### src/rtl/dsc_pkg.sv
// Package: shared phase encoding for the dual-slope sequencer.
// Assumes: the encoding below is visible at the top-level ports.
package dsc_pkg;
    typedef enum logic [1:0] {
        PH_AZ    = 2'd0,
        PH_INT   = 2'd1,
        PH_DEINT = 2'd2,
        PH_ZERO  = 2'd3
    } phase_t;
endpackage

### src/rtl/dsc_prescaler.sv
// Module: dsc_prescaler
// Turns the system clock into a conversion-clock enable. In crystal mode the
// enable is high one clock in DIV; otherwise it is high every clock.
// Assumes: DIV >= 1; the count restarts whenever crystal mode is off.
module dsc_prescaler #(
    parameter int DIV = 58
) (
    input  logic clk,
    input  logic rst_n,
    input  logic xtal_mode,
    output logic conv_en
);
    generate
        if (DIV > 1) begin : g_div
            localparam int DW = $clog2(DIV);
            logic [DW-1:0] div_cnt;

            // Divider count: wraps at DIV-1 and is held at zero outside crystal mode.
            always_ff @(posedge clk) begin
                if (!rst_n || !xtal_mode)
                    div_cnt <= '0;
                else if (div_cnt == DW'(DIV - 1))
                    div_cnt <= '0;
                else
                    div_cnt <= div_cnt + DW'(1);
            end

            assign conv_en = !xtal_mode || (div_cnt == DW'(DIV - 1));
        end else begin : g_pass
            logic unused_pins;
            assign unused_pins = &{1'b0, clk, rst_n, xtal_mode};
            assign conv_en = 1'b1;
        end
    endgenerate
endmodule

### src/rtl/dsc_phase_ctrl.sv
// Module: dsc_phase_ctrl
// Phase state machine and shared phase counter. It parks in auto-zero when
// run is low, samples polarity at the end of integrate, and detects the zero
// crossing or the overflow in de-integrate.
// Assumes: AZ_LEN, INT_LEN <= DEINT_MAX; HOLD_LEAD < AZ_LEN; DEINT_MAX a power of two.
module dsc_phase_ctrl
    import dsc_pkg::*;
#(
    parameter int AZ_LEN    = 2048,
    parameter int INT_LEN   = 2048,
    parameter int DEINT_MAX = 4096,
    parameter int HOLD_LEAD = 7,
    localparam int MW       = $clog2(DEINT_MAX)
) (
    input  logic          clk,
    input  logic          rst_n,
    input  logic          conv_en,
    input  logic          run_en,
    input  logic          comp_in,
    output phase_t        phase,
    output logic          pol_q,
    output logic          latch_en,
    output logic          ovr_hit,
    output logic [MW-1:0] mag_next
);
    localparam int MAXLEN = (AZ_LEN > INT_LEN) ?
                            ((AZ_LEN > DEINT_MAX) ? AZ_LEN : DEINT_MAX) :
                            ((INT_LEN > DEINT_MAX) ? INT_LEN : DEINT_MAX);
    localparam int CW     = $clog2(MAXLEN);
    localparam int PARK   = AZ_LEN - HOLD_LEAD;

    logic [CW-1:0] cnt;
    logic          crossing;
    logic          deint_last;

    assign crossing   = (comp_in != pol_q);
    assign deint_last = (cnt == CW'(DEINT_MAX - 1));

    // Phase sequencing, counting and polarity capture on each conversion clock.
    always_ff @(posedge clk) begin
        if (!rst_n) begin
            phase <= PH_AZ;
            cnt   <= '0;
            pol_q <= 1'b0;
        end else if (conv_en) begin
            case (phase)
                PH_AZ: begin
                    if (cnt == CW'(PARK) && !run_en) begin
                        cnt <= cnt;
                    end else if (cnt == CW'(AZ_LEN - 1)) begin
                        phase <= PH_INT;
                        cnt   <= '0;
                    end else begin
                        cnt <= cnt + CW'(1);
                    end
                end
                PH_INT: begin
                    if (cnt == CW'(INT_LEN - 1)) begin
                        pol_q <= comp_in;
                        phase <= PH_DEINT;
                        cnt   <= '0;
                    end else begin
                        cnt <= cnt + CW'(1);
                    end
                end
                PH_DEINT: begin
                    if (deint_last) begin
                        phase <= PH_AZ;
                        cnt   <= '0;
                    end else begin
                        cnt <= cnt + CW'(1);
                        if (crossing)
                            phase <= PH_ZERO;
                    end
                end
                default: begin
                    if (deint_last) begin
                        phase <= PH_AZ;
                        cnt   <= '0;
                    end else begin
                        cnt <= cnt + CW'(1);
                    end
                end
            endcase
        end
    end

    // Latch request: a zero crossing, or the end of the de-integrate window.
    always_comb begin
        latch_en = conv_en && (phase == PH_DEINT) && (crossing || deint_last);
        ovr_hit  = !crossing;
        mag_next = ovr_hit ? {MW{1'b1}} : cnt[MW-1:0];
    end
endmodule

### src/rtl/dsc_result_latch.sv
// Module: dsc_result_latch
// Holds magnitude, polarity and over-range between latch requests.
// Assumes: latch_en is a single-cycle pulse from the phase controller.
module dsc_result_latch #(
    parameter int MW = 12
) (
    input  logic          clk,
    input  logic          rst_n,
    input  logic          latch_en,
    input  logic [MW-1:0] mag_in,
    input  logic          pos_in,
    input  logic          ovr_in,
    output logic [MW-1:0] mag_q,
    output logic          pos_q,
    output logic          ovr_q
);
    // Result register: cleared by reset and loaded only on a latch request.
    always_ff @(posedge clk) begin
        if (!rst_n) begin
            mag_q <= '0;
            pos_q <= 1'b0;
            ovr_q <= 1'b0;
        end else if (latch_en) begin
            mag_q <= mag_in;
            pos_q <= pos_in;
            ovr_q <= ovr_in;
        end
    end
endmodule

### src/rtl/dual_slope_seq.sv
// Module: dual_slope_seq
// Top level of the dual-slope phase sequencer: prescaler, phase controller
// and result latch. Status is derived from the registered phase.
// Assumes: a single clock domain; comp_in is already synchronous to clk.
module dual_slope_seq
    import dsc_pkg::*;
#(
    parameter int AZ_LEN    = 2048,
    parameter int INT_LEN   = 2048,
    parameter int DEINT_MAX = 4096,
    parameter int HOLD_LEAD = 7,
    parameter int DIV       = 58,
    localparam int MAG_W    = $clog2(DEINT_MAX)
) (
    input  logic             clk,
    input  logic             rst_n,
    input  logic             xtal_mode,
    input  logic             run_en,
    input  logic             comp_in,
    output logic             conv_en,
    output logic [1:0]       phase,
    output logic             status,
    output logic             ref_pos,
    output logic [MAG_W-1:0] result_mag,
    output logic             result_pos,
    output logic             result_ovr
);
    phase_t           phase_q;
    logic             pol_q;
    logic             latch_en;
    logic             ovr_hit;
    logic [MAG_W-1:0] mag_next;

    dsc_prescaler #(.DIV(DIV)) u_presc (
        .clk       (clk),
        .rst_n     (rst_n),
        .xtal_mode (xtal_mode),
        .conv_en   (conv_en)
    );

    dsc_phase_ctrl #(
        .AZ_LEN    (AZ_LEN),
        .INT_LEN   (INT_LEN),
        .DEINT_MAX (DEINT_MAX),
        .HOLD_LEAD (HOLD_LEAD)
    ) u_ctrl (
        .clk      (clk),
        .rst_n    (rst_n),
        .conv_en  (conv_en),
        .run_en   (run_en),
        .comp_in  (comp_in),
        .phase    (phase_q),
        .pol_q    (pol_q),
        .latch_en (latch_en),
        .ovr_hit  (ovr_hit),
        .mag_next (mag_next)
    );

    dsc_result_latch #(.MW(MAG_W)) u_res (
        .clk      (clk),
        .rst_n    (rst_n),
        .latch_en (latch_en),
        .mag_in   (mag_next),
        .pos_in   (pol_q),
        .ovr_in   (ovr_hit),
        .mag_q    (result_mag),
        .pos_q    (result_pos),
        .ovr_q    (result_ovr)
    );

    // Port drive: the phase code, busy status and reference sign.
    always_comb begin
        phase   = phase_q;
        status  = (phase_q == PH_INT) || (phase_q == PH_DEINT);
        ref_pos = pol_q;
    end
endmodule

### config.mk
export PLATFORM = sky130hd
export DESIGN_NAME = dual_slope_seq
export DESIGN_NICKNAME = d
export VERILOG_FILES = /design/src/rtl/dsc_pkg.sv /design/src/rtl/dsc_prescaler.sv /design/src/rtl/dsc_phase_ctrl.sv /design/src/rtl/dsc_result_latch.sv /design/src/rtl/dual_slope_seq.sv
export SDC_FILE = /design/constraint.sdc
export NUM_CORES = 1
export LEC_CHECK = 0
export CORE_ASPECT_RATIO = 0.7
export CORE_MARGIN = 2
export CORE_UTILIZATION = 55
export DETAILED_ROUTE_END_ITERATION = 6
export DONT_BUFFER_PORTS = 1
export HOLD_SLACK_MARGIN = 0.08
export PLACE_DENSITY = 0.75
export SETUP_SLACK_MARGIN = 0.4
export SKIP_CTS_REPAIR_TIMING = 1
export SYNTH_ARGS = -nofsm -noshare
export SYNTH_HDL_FRONTEND = slang
export SYNTH_HIERARCHICAL = 1
export SYNTH_SLANG_ARGS = --single-unit
export TNS_END_PERCENT = 10
### constraint.sdc
create_clock -name clk -period 5.6 [get_ports clk]
set_input_delay 0.28 -clock clk [delete_from_list [all_inputs] [get_ports clk]]
set_output_delay 0.28 -clock clk [all_outputs]
set_load 0.05 [all_outputs]
==> metrics, run 1 <==
status=completed; worst reg2reg path depth=6; GPL Wtd Cong=0.832; HP Class=in2reg; WHS Path Cells=1; largest fanout on the critical path=15; power consumption=0.453 mW; Cell Rows=17; Layout Nets=195; fin crit share=46.8%; Initial Utilization=56.7%; asr flop ratio synth=0%; final worst-path setup slack=2.98 ns; Multi-input gate area=985 sq um; EDFF count, synth=0; die area=0.00368 sq mm; vias per cell=5.92; Worst-Margin Slew=1.06 ns; DR vias=1327; dpl cell area=0.00176 sq mm; drt pass-1 iters=4; Comb pwr share=4.3%; H-tree lvl count=2; worst r2r src=u_ctrl/pol_q; fillers=277; worst-path cell chain=xor2_1 > a21oi_1 > nor3_2 > buf_4 > mux2i_1 > nor2b_1; clock sink count=35; largest net degree at the start of global routing=34; Crit. End Element=flip-flop; Hold Vio Cnt, Final=0; synthesized area per cell=9.36 sq um; clock slew seen by the registers of the worst setup and hold paths=0.07 ns; grt ovf=0; Seq pwr share=55.9%; peak supply drop=99.9 uV; # diodes=0; Initial DRC Count=90; Internal Power=0.355 mW; Synth Register Bits=35; Setup-failing EPs final=0; Critical Path Stages=6; Sw Ratio=21.7%; slew margin rel.=29.3%; first-pass GRT wire length=6020 um; area growth from synthesis to layout=4.90%; sequential-to-total area share from yosys stat=39.8%; CP max stage cell=xor2_1; Max Cap Viol=0; Synth Flop Type=dfxtp_1; Core ar.=0.00311 sq mm; gr usage total=21.6%; DP Wirelength=2500 um; final instance area=0.00185 sq mm; max frequency=0.382 GHz; Die H=51.3 um; worst reg2reg setup slack=2.98 ns; Synth Cell Area=0.00176 sq mm; vias in the first global route=1312; crit path buf inv count=1; Leakage=0.657 nW; DP Worst Slack=2.96 ns; Cell variety after synth=40; Routed Antenna Nets=0; Top delay family on crit path=XOR/XNOR gates; clock root cell=clkbuf_8; CP max stage delay=0.88 ns; Worst Hold End=u_ctrl/cnt[6]; Die X=71.6 um; synth warn=6; fin. max-slew vios=0; share of post-route cells with drive strength above 1=9.68%; r2r endpoint=u_res/mag_q[3]; WL final=3430 um; CTS tree=yes; Ports=24; DRC=0; Final Critical Period=2.62 ns; CTS buffer count=5; DP Cell Count=217; Post-Synthesis Cells=188; worst-case clock buffer depth=2; port bufs=0; Worst Min Path Start=rst_n; antenna violations before repair=0; RSZ-0062 raised after global routing=false; Crit path required time=5.78 ns; CP arrival=2.80 ns; WL/cell=15.3 um; Switch Pwr=0.0984 mW; setup_tns=0 ns; PD cells=245 mW/mm^2; syn_nets=197; final clock skew=0.00586 ns; final std cells w/o fill=224; worst-skew pair later-pin latency=0.29 ns; Clock power frac=39.8%; type of the worst setup path=reg2reg; CP startpoint kind=flip-flop; FF/Latch Area=701 sq um
cell families after synthesis:
group	count (synthesis)	share of synthesized area, %
XOR/XNOR	13	6.47
flip-flops	35	39.8
multiplexers	15	8.53
AND/OR/NAND/NOR	85	28.2
AO/OA/AOI/OAI	21	9.38
buffers and inverters	15	4.76
adder cells (fa/ha/maj)	4	2.84
area by class of cell:
type | instances | share of cell area, %
Inverter | 5 | 1.02
Timing Repair Buffer | 1 | 0.407
Sequential cell | 35 | 37.9
Clock inverter | 1 | 0.271
Multi-Input combinational cell | 138 | 53.3
Tap cell | 38 | 2.57
Clock buffer | 6 | 4.47
power groups by stage:
stage | clock network, mW | logic, mW | registers (mW)
2_1_floorplan | 0 | 0.0180 | 0.258
3_3_place_gp | 0 | 0.0183 | 0.259
3_5_place_dp | 0 | 0.0194 | 0.259
4_1_cts | 0.186 | 0.0195 | 0.253
5_1_grt | 0.198 | 0.0214 | 0.254
6_report | 0.181 | 0.0194 | 0.253
cells in the final DEF (no fill, tap or decap), types with 2 or more instances in the layout:
master,synthesis,layout
a21oi_1,4,4
xnor2_1,9,9
nand2_1,11,11
and3b_1,2,2
mux2i_1,15,15
nand3_2,2,2
nand2b_1,11,11
inv_1,5,5
nor2b_1,15,15
nand4_1,5,5
dfxtp_1,35,35
ha_1,4,4
a32o_1,2,2
clkbuf_8,0,6
and3_1,7,7
o21bai_1,3,3
nor2_1,12,12
or3_1,2,2
o21ai_0,3,2
a31o_1,2,2
xor2_1,4,4
and2_1,5,5
nand3_1,5,5
registers in the layout (all words and copies together) (netlist names):
register	flops
u_ctrl/cnt	12
u_ctrl/pol_q	1
u_res/ovr_q	1
u_res/mag_q	12
u_ctrl/phase	2
u_res/pos_q	1
u_presc/g_div.div_cnt	6
how the worst max path moves through the flow:
| stage | from | end | slack, ns |
|---|---|---|---|
| floorplan | u_presc/g_div.div_cnt[0] | u_res/mag_q[0] | 2.56 |
| global placement | u_ctrl/pol_q | u_res/mag_q[1] | 3.08 |
| detailed placement | u_ctrl/pol_q | u_res/mag_q[3] | 2.96 |
| CTS | u_ctrl/pol_q | u_res/mag_q[3] | 2.95 |
| global route | u_ctrl/pol_q | u_res/mag_q[0] | 2.83 |
| finish | u_ctrl/pol_q | u_res/mag_q[3] | 2.98 |
routing by layer:
layer | share of wire [%] | up-vias | global-route usage, %
met4 | 2.0 | 0 | 11.9
met1 | 45 | 630 | 26.0
li1 | - | 638 | -
met5 | 0 | - | 0
met3 | 7.3 | 8 | 7.69
met2 | 46 | 51 | 33.6
cells in the mapped netlist, types with 3 or more instances:
cell type	number	area, sq um
nand3_1	5	25.0
buf_2	3	15.0
xnor2_1	9	78.8
dfxtp_1	35	701
a21oi_1	4	20.0
o21ai_0	3	15.0
xor2_1	4	35.0
mux2i_1	15	150
and3_1	7	43.8
nor2b_1	15	93.8
nand2_1	11	41.3
clkbuf_1	5	18.8
inv_1	5	18.8
nand4_1	5	31.3
nor2_1	12	45.0
nand2b_1	11	68.8
and2_1	5	31.3
ha_1	4	50.1
o21bai_1	3	22.5
metrics by stage:
stage          util (%)  hold WS (ns)
2_1_floorplan         -         0.408
3_3_place_gp       56.6         0.405
3_5_place_dp       56.6         0.409
4_1_cts            59.5         0.105
5_1_grt            59.5         0.101
6_report           59.5         0.114
worst register-to-register path, stage by stage (launching register included):
cell	delay (ns)
dfxtp_1	0.69
xor2_1	0.89
a21oi_1	0.14
nor3_2	0.19
buf_4	0.29
mux2i_1	0.26
nor2b_1	0.07
Power figures use the tool's default switching activity.
==> run 2, diff against run 1 <==
--- a/config.mk
+++ b/config.mk
@@ -11,7 +11,7 @@
 export DETAILED_ROUTE_END_ITERATION = 6
 export DONT_BUFFER_PORTS = 1
 export HOLD_SLACK_MARGIN = 0.08
-export PLACE_DENSITY = 0.75
+export PLACE_DENSITY = 0.78
 export SETUP_SLACK_MARGIN = 0.4
 export SKIP_CTS_REPAIR_TIMING = 1
 export SYNTH_ARGS = -nofsm -noshare
==> constraint.sdc (replaced) <==
create_clock -name clk -period 2.1 [get_ports clk]
set_input_delay 0.105 -clock clk [delete_from_list [all_inputs] [get_ports clk]]
set_output_delay 0.105 -clock clk [all_outputs]
set_load 0.05 [all_outputs]
==> run 2 against run 1 <==
Net effect:
- cell count grew 7.1%
- clock skew grew 0.0030 ns
- total power grew to 2.7 times the previous value
- fmax grew 38%
- sequential share of layout area shrank 3.4 points
- via count grew 4.0%
- routed wire length grew 14%
- count of clock-buffer cells in the layout is the same
- die area is the same
- largest cell class unchanged
- largest power group unchanged
- highest routed layer unchanged
==> metrics, run 2 (synthesized netlist as in run 1, its figures left out) <==
status=completed (unchanged); vias per cell=5.75 (was 5.92); H-tree lvl count=2 (unchanged); HP Class=in2reg (unchanged); RSZ-0062 raised after global routing=true (was false); CP startpoint kind=flip-flop (unchanged); drt pass-1 iters=5 (was 4); peak supply drop=329 uV (was 99.9 uV); CTS buffer count=5 (unchanged); final clock skew=0.00883 ns (was 0.00586 ns); Cell Rows=17 (unchanged); final std cells w/o fill=240 (was 224); Switch Pwr=0.283 mW (was 0.0984 mW); type of the worst setup path=reg2reg (unchanged); Core ar.=0.00311 sq mm (unchanged); global routing's busiest layer=met2 (unchanged); worst-case clock buffer depth=2 (unchanged); gr usage total=21.5% (was 21.6%); Layout Nets=211 (was 195); met3 Usage GRT=6.11% (was 7.69%); Initial DRC Count=44 (was 90); DRC=0 (unchanged); GPL Wtd Cong=0.811 (was 0.832); share of post-route cells with drive strength above 1=23.3% (was 9.68%); DP Wirelength=2460 um (was 2500 um); Final Critical Period=1.89 ns (was 2.62 ns); Hold Vio Cnt, Final=0 (unchanged); largest fanout on the critical path=7 (was 15); DP Worst Slack=0.142 ns (was 2.96 ns); Setup-failing EPs final=0 (unchanged); routing usage on met1=27.1% (was 26.0%); clock root cell=clkbuf_8 (unchanged); power consumption=1.24 mW (was 0.453 mW); max frequency=0.528 GHz (was 0.382 GHz); fin crit share=90.2% (was 46.8%); antenna violations before repair=0 (unchanged); Max Cap Viol=0 (unchanged); largest registers=u_ctrl/cnt (12), u_res/mag_q (12), u_presc/g_div.div_cnt (6) (unchanged); WL final=3910 um (was 3430 um); largest net degree at the start of global routing=34 (unchanged); Ports=24 (unchanged); FF/Latch Area=719 sq um (was 701 sq um); slew margin rel.=47.8% (was 29.3%); clock slew seen by the registers of the worst setup and hold paths=0.06 ns (was 0.07 ns); Worst Hold Margin=0.103 ns (was 0.114 ns); fin. max-slew vios=0 (unchanged); Die H=51.3 um (unchanged); grt ovf=0 (unchanged); Die X=71.6 um (unchanged); Internal Power=0.957 mW (was 0.355 mW); die area=0.00368 sq mm (unchanged); Comb pwr share=6.0% (was 4.3%); PD cells=595 mW/mm^2 (was 245 mW/mm^2); final worst-path setup slack=0.207 ns (was 2.98 ns); DR vias=1380 (was 1327); # diodes=0 (unchanged); Worst-Margin Slew=0.780 ns (was 1.06 ns); Seq pwr share=54.4% (was 55.9%); met2 Usage GRT=34.3% (was 33.6%); Multi-input gate area=0.00104 sq mm (was 985 sq um); Initial Utilization=56.7% (unchanged); first-pass GRT wire length=5990 um (was 6020 um); Crit path required time=2.28 ns (was 5.78 ns); Sw Ratio=22.8% (was 21.7%); Crit. End Element=flip-flop (unchanged); Routed Antenna Nets=0 (unchanged); CP arrival=2.07 ns (was 2.80 ns); commonest non-fill, non-tap cell in the layout=dfxtp_1 (unchanged); Leakage=0.764 nW (was 0.657 nW); Clock power frac=39.6% (was 39.8%); port bufs=0 (unchanged); DP Cell Count=225 (was 217); commonest cells after routing, fill and taps aside=dfxtp_1 (26), nor2b_1 (15), mux2i_1 (14), buf_4 (12), nor2_1 (12) (was dfxtp_1 (35), mux2i_1 (15), nor2b_1 (15), nor2_1 (12)); worst-skew pair later-pin latency=0.29 ns (about the same); clock sink count=35 (unchanged); final instance area=0.00208 sq mm (was 0.00185 sq mm); area growth from synthesis to layout=18.3% (was 4.90%); vias in the first global route=1230 (was 1312); fin util=67.0% (was 59.5%); dpl cell area=0.00185 sq mm (was 0.00176 sq mm); fillers=250 (was 277); CTS tree=yes (unchanged); setup_tns=0 ns (unchanged); WL/cell=16.3 um (was 15.3 um)
## run 2: critical path, cell delays in order, from the launching register on
cell	delay, ns
dfxtp_2	0.33
inv_2	0.06
ha_4	0.12
nand4_1	0.16
o21ai_4	0.24
nand2_2	0.10
nor3_4	0.30
clkbuf_16	0.22
mux2i_1	0.20
nor2b_1	0.06
## run 2: cell type report
cell class                 count  share of cell area [%]
clock inverter                 1                   0.240
clock buffer                   6                    3.97
sequential                    35                    34.6
multi-input combinational    138                    50.1
inverter                       5                   0.901
timing repair buffer          17                    7.93
tap                           38                    2.28
## run 2: power groups by stage
stage | clock network, mW | logic [mW] | registers [mW]
6_report | 0.491 | 0.0746 | 0.674
5_1_grt | 0.533 | 0.0823 | 0.675
4_1_cts | 0.498 | 0.0544 | 0.677
3_5_place_dp | 0 | 0.0536 | 0.691
3_3_place_gp | 0 | 0.0521 | 0.690
2_1_floorplan | 0 | 0.0505 | 0.689
## run 2: path summary, 6_finish.rpt
path | startpoint | to | slack, ns | cells after the start
worst min-delay path | rst_n | u_ctrl/cnt[3] | 0.10 | 2
worst max register to register | u_presc/g_div.div_cnt[1] | u_res/mag_q[6] | 0.21 | 9
worst max-delay path | u_presc/g_div.div_cnt[1] | u_res/mag_q[6] | 0.21 | 9
worst min register to register | u_ctrl/cnt[9] | u_ctrl/cnt[9] | 0.53 | 2
## run 2: routing by layer
layer  part of all wire (%)  wire [um]
met2                     48       1880
met1                     42       1640
met4                    3.4        131
met3                    6.5        255
met5                      0          0
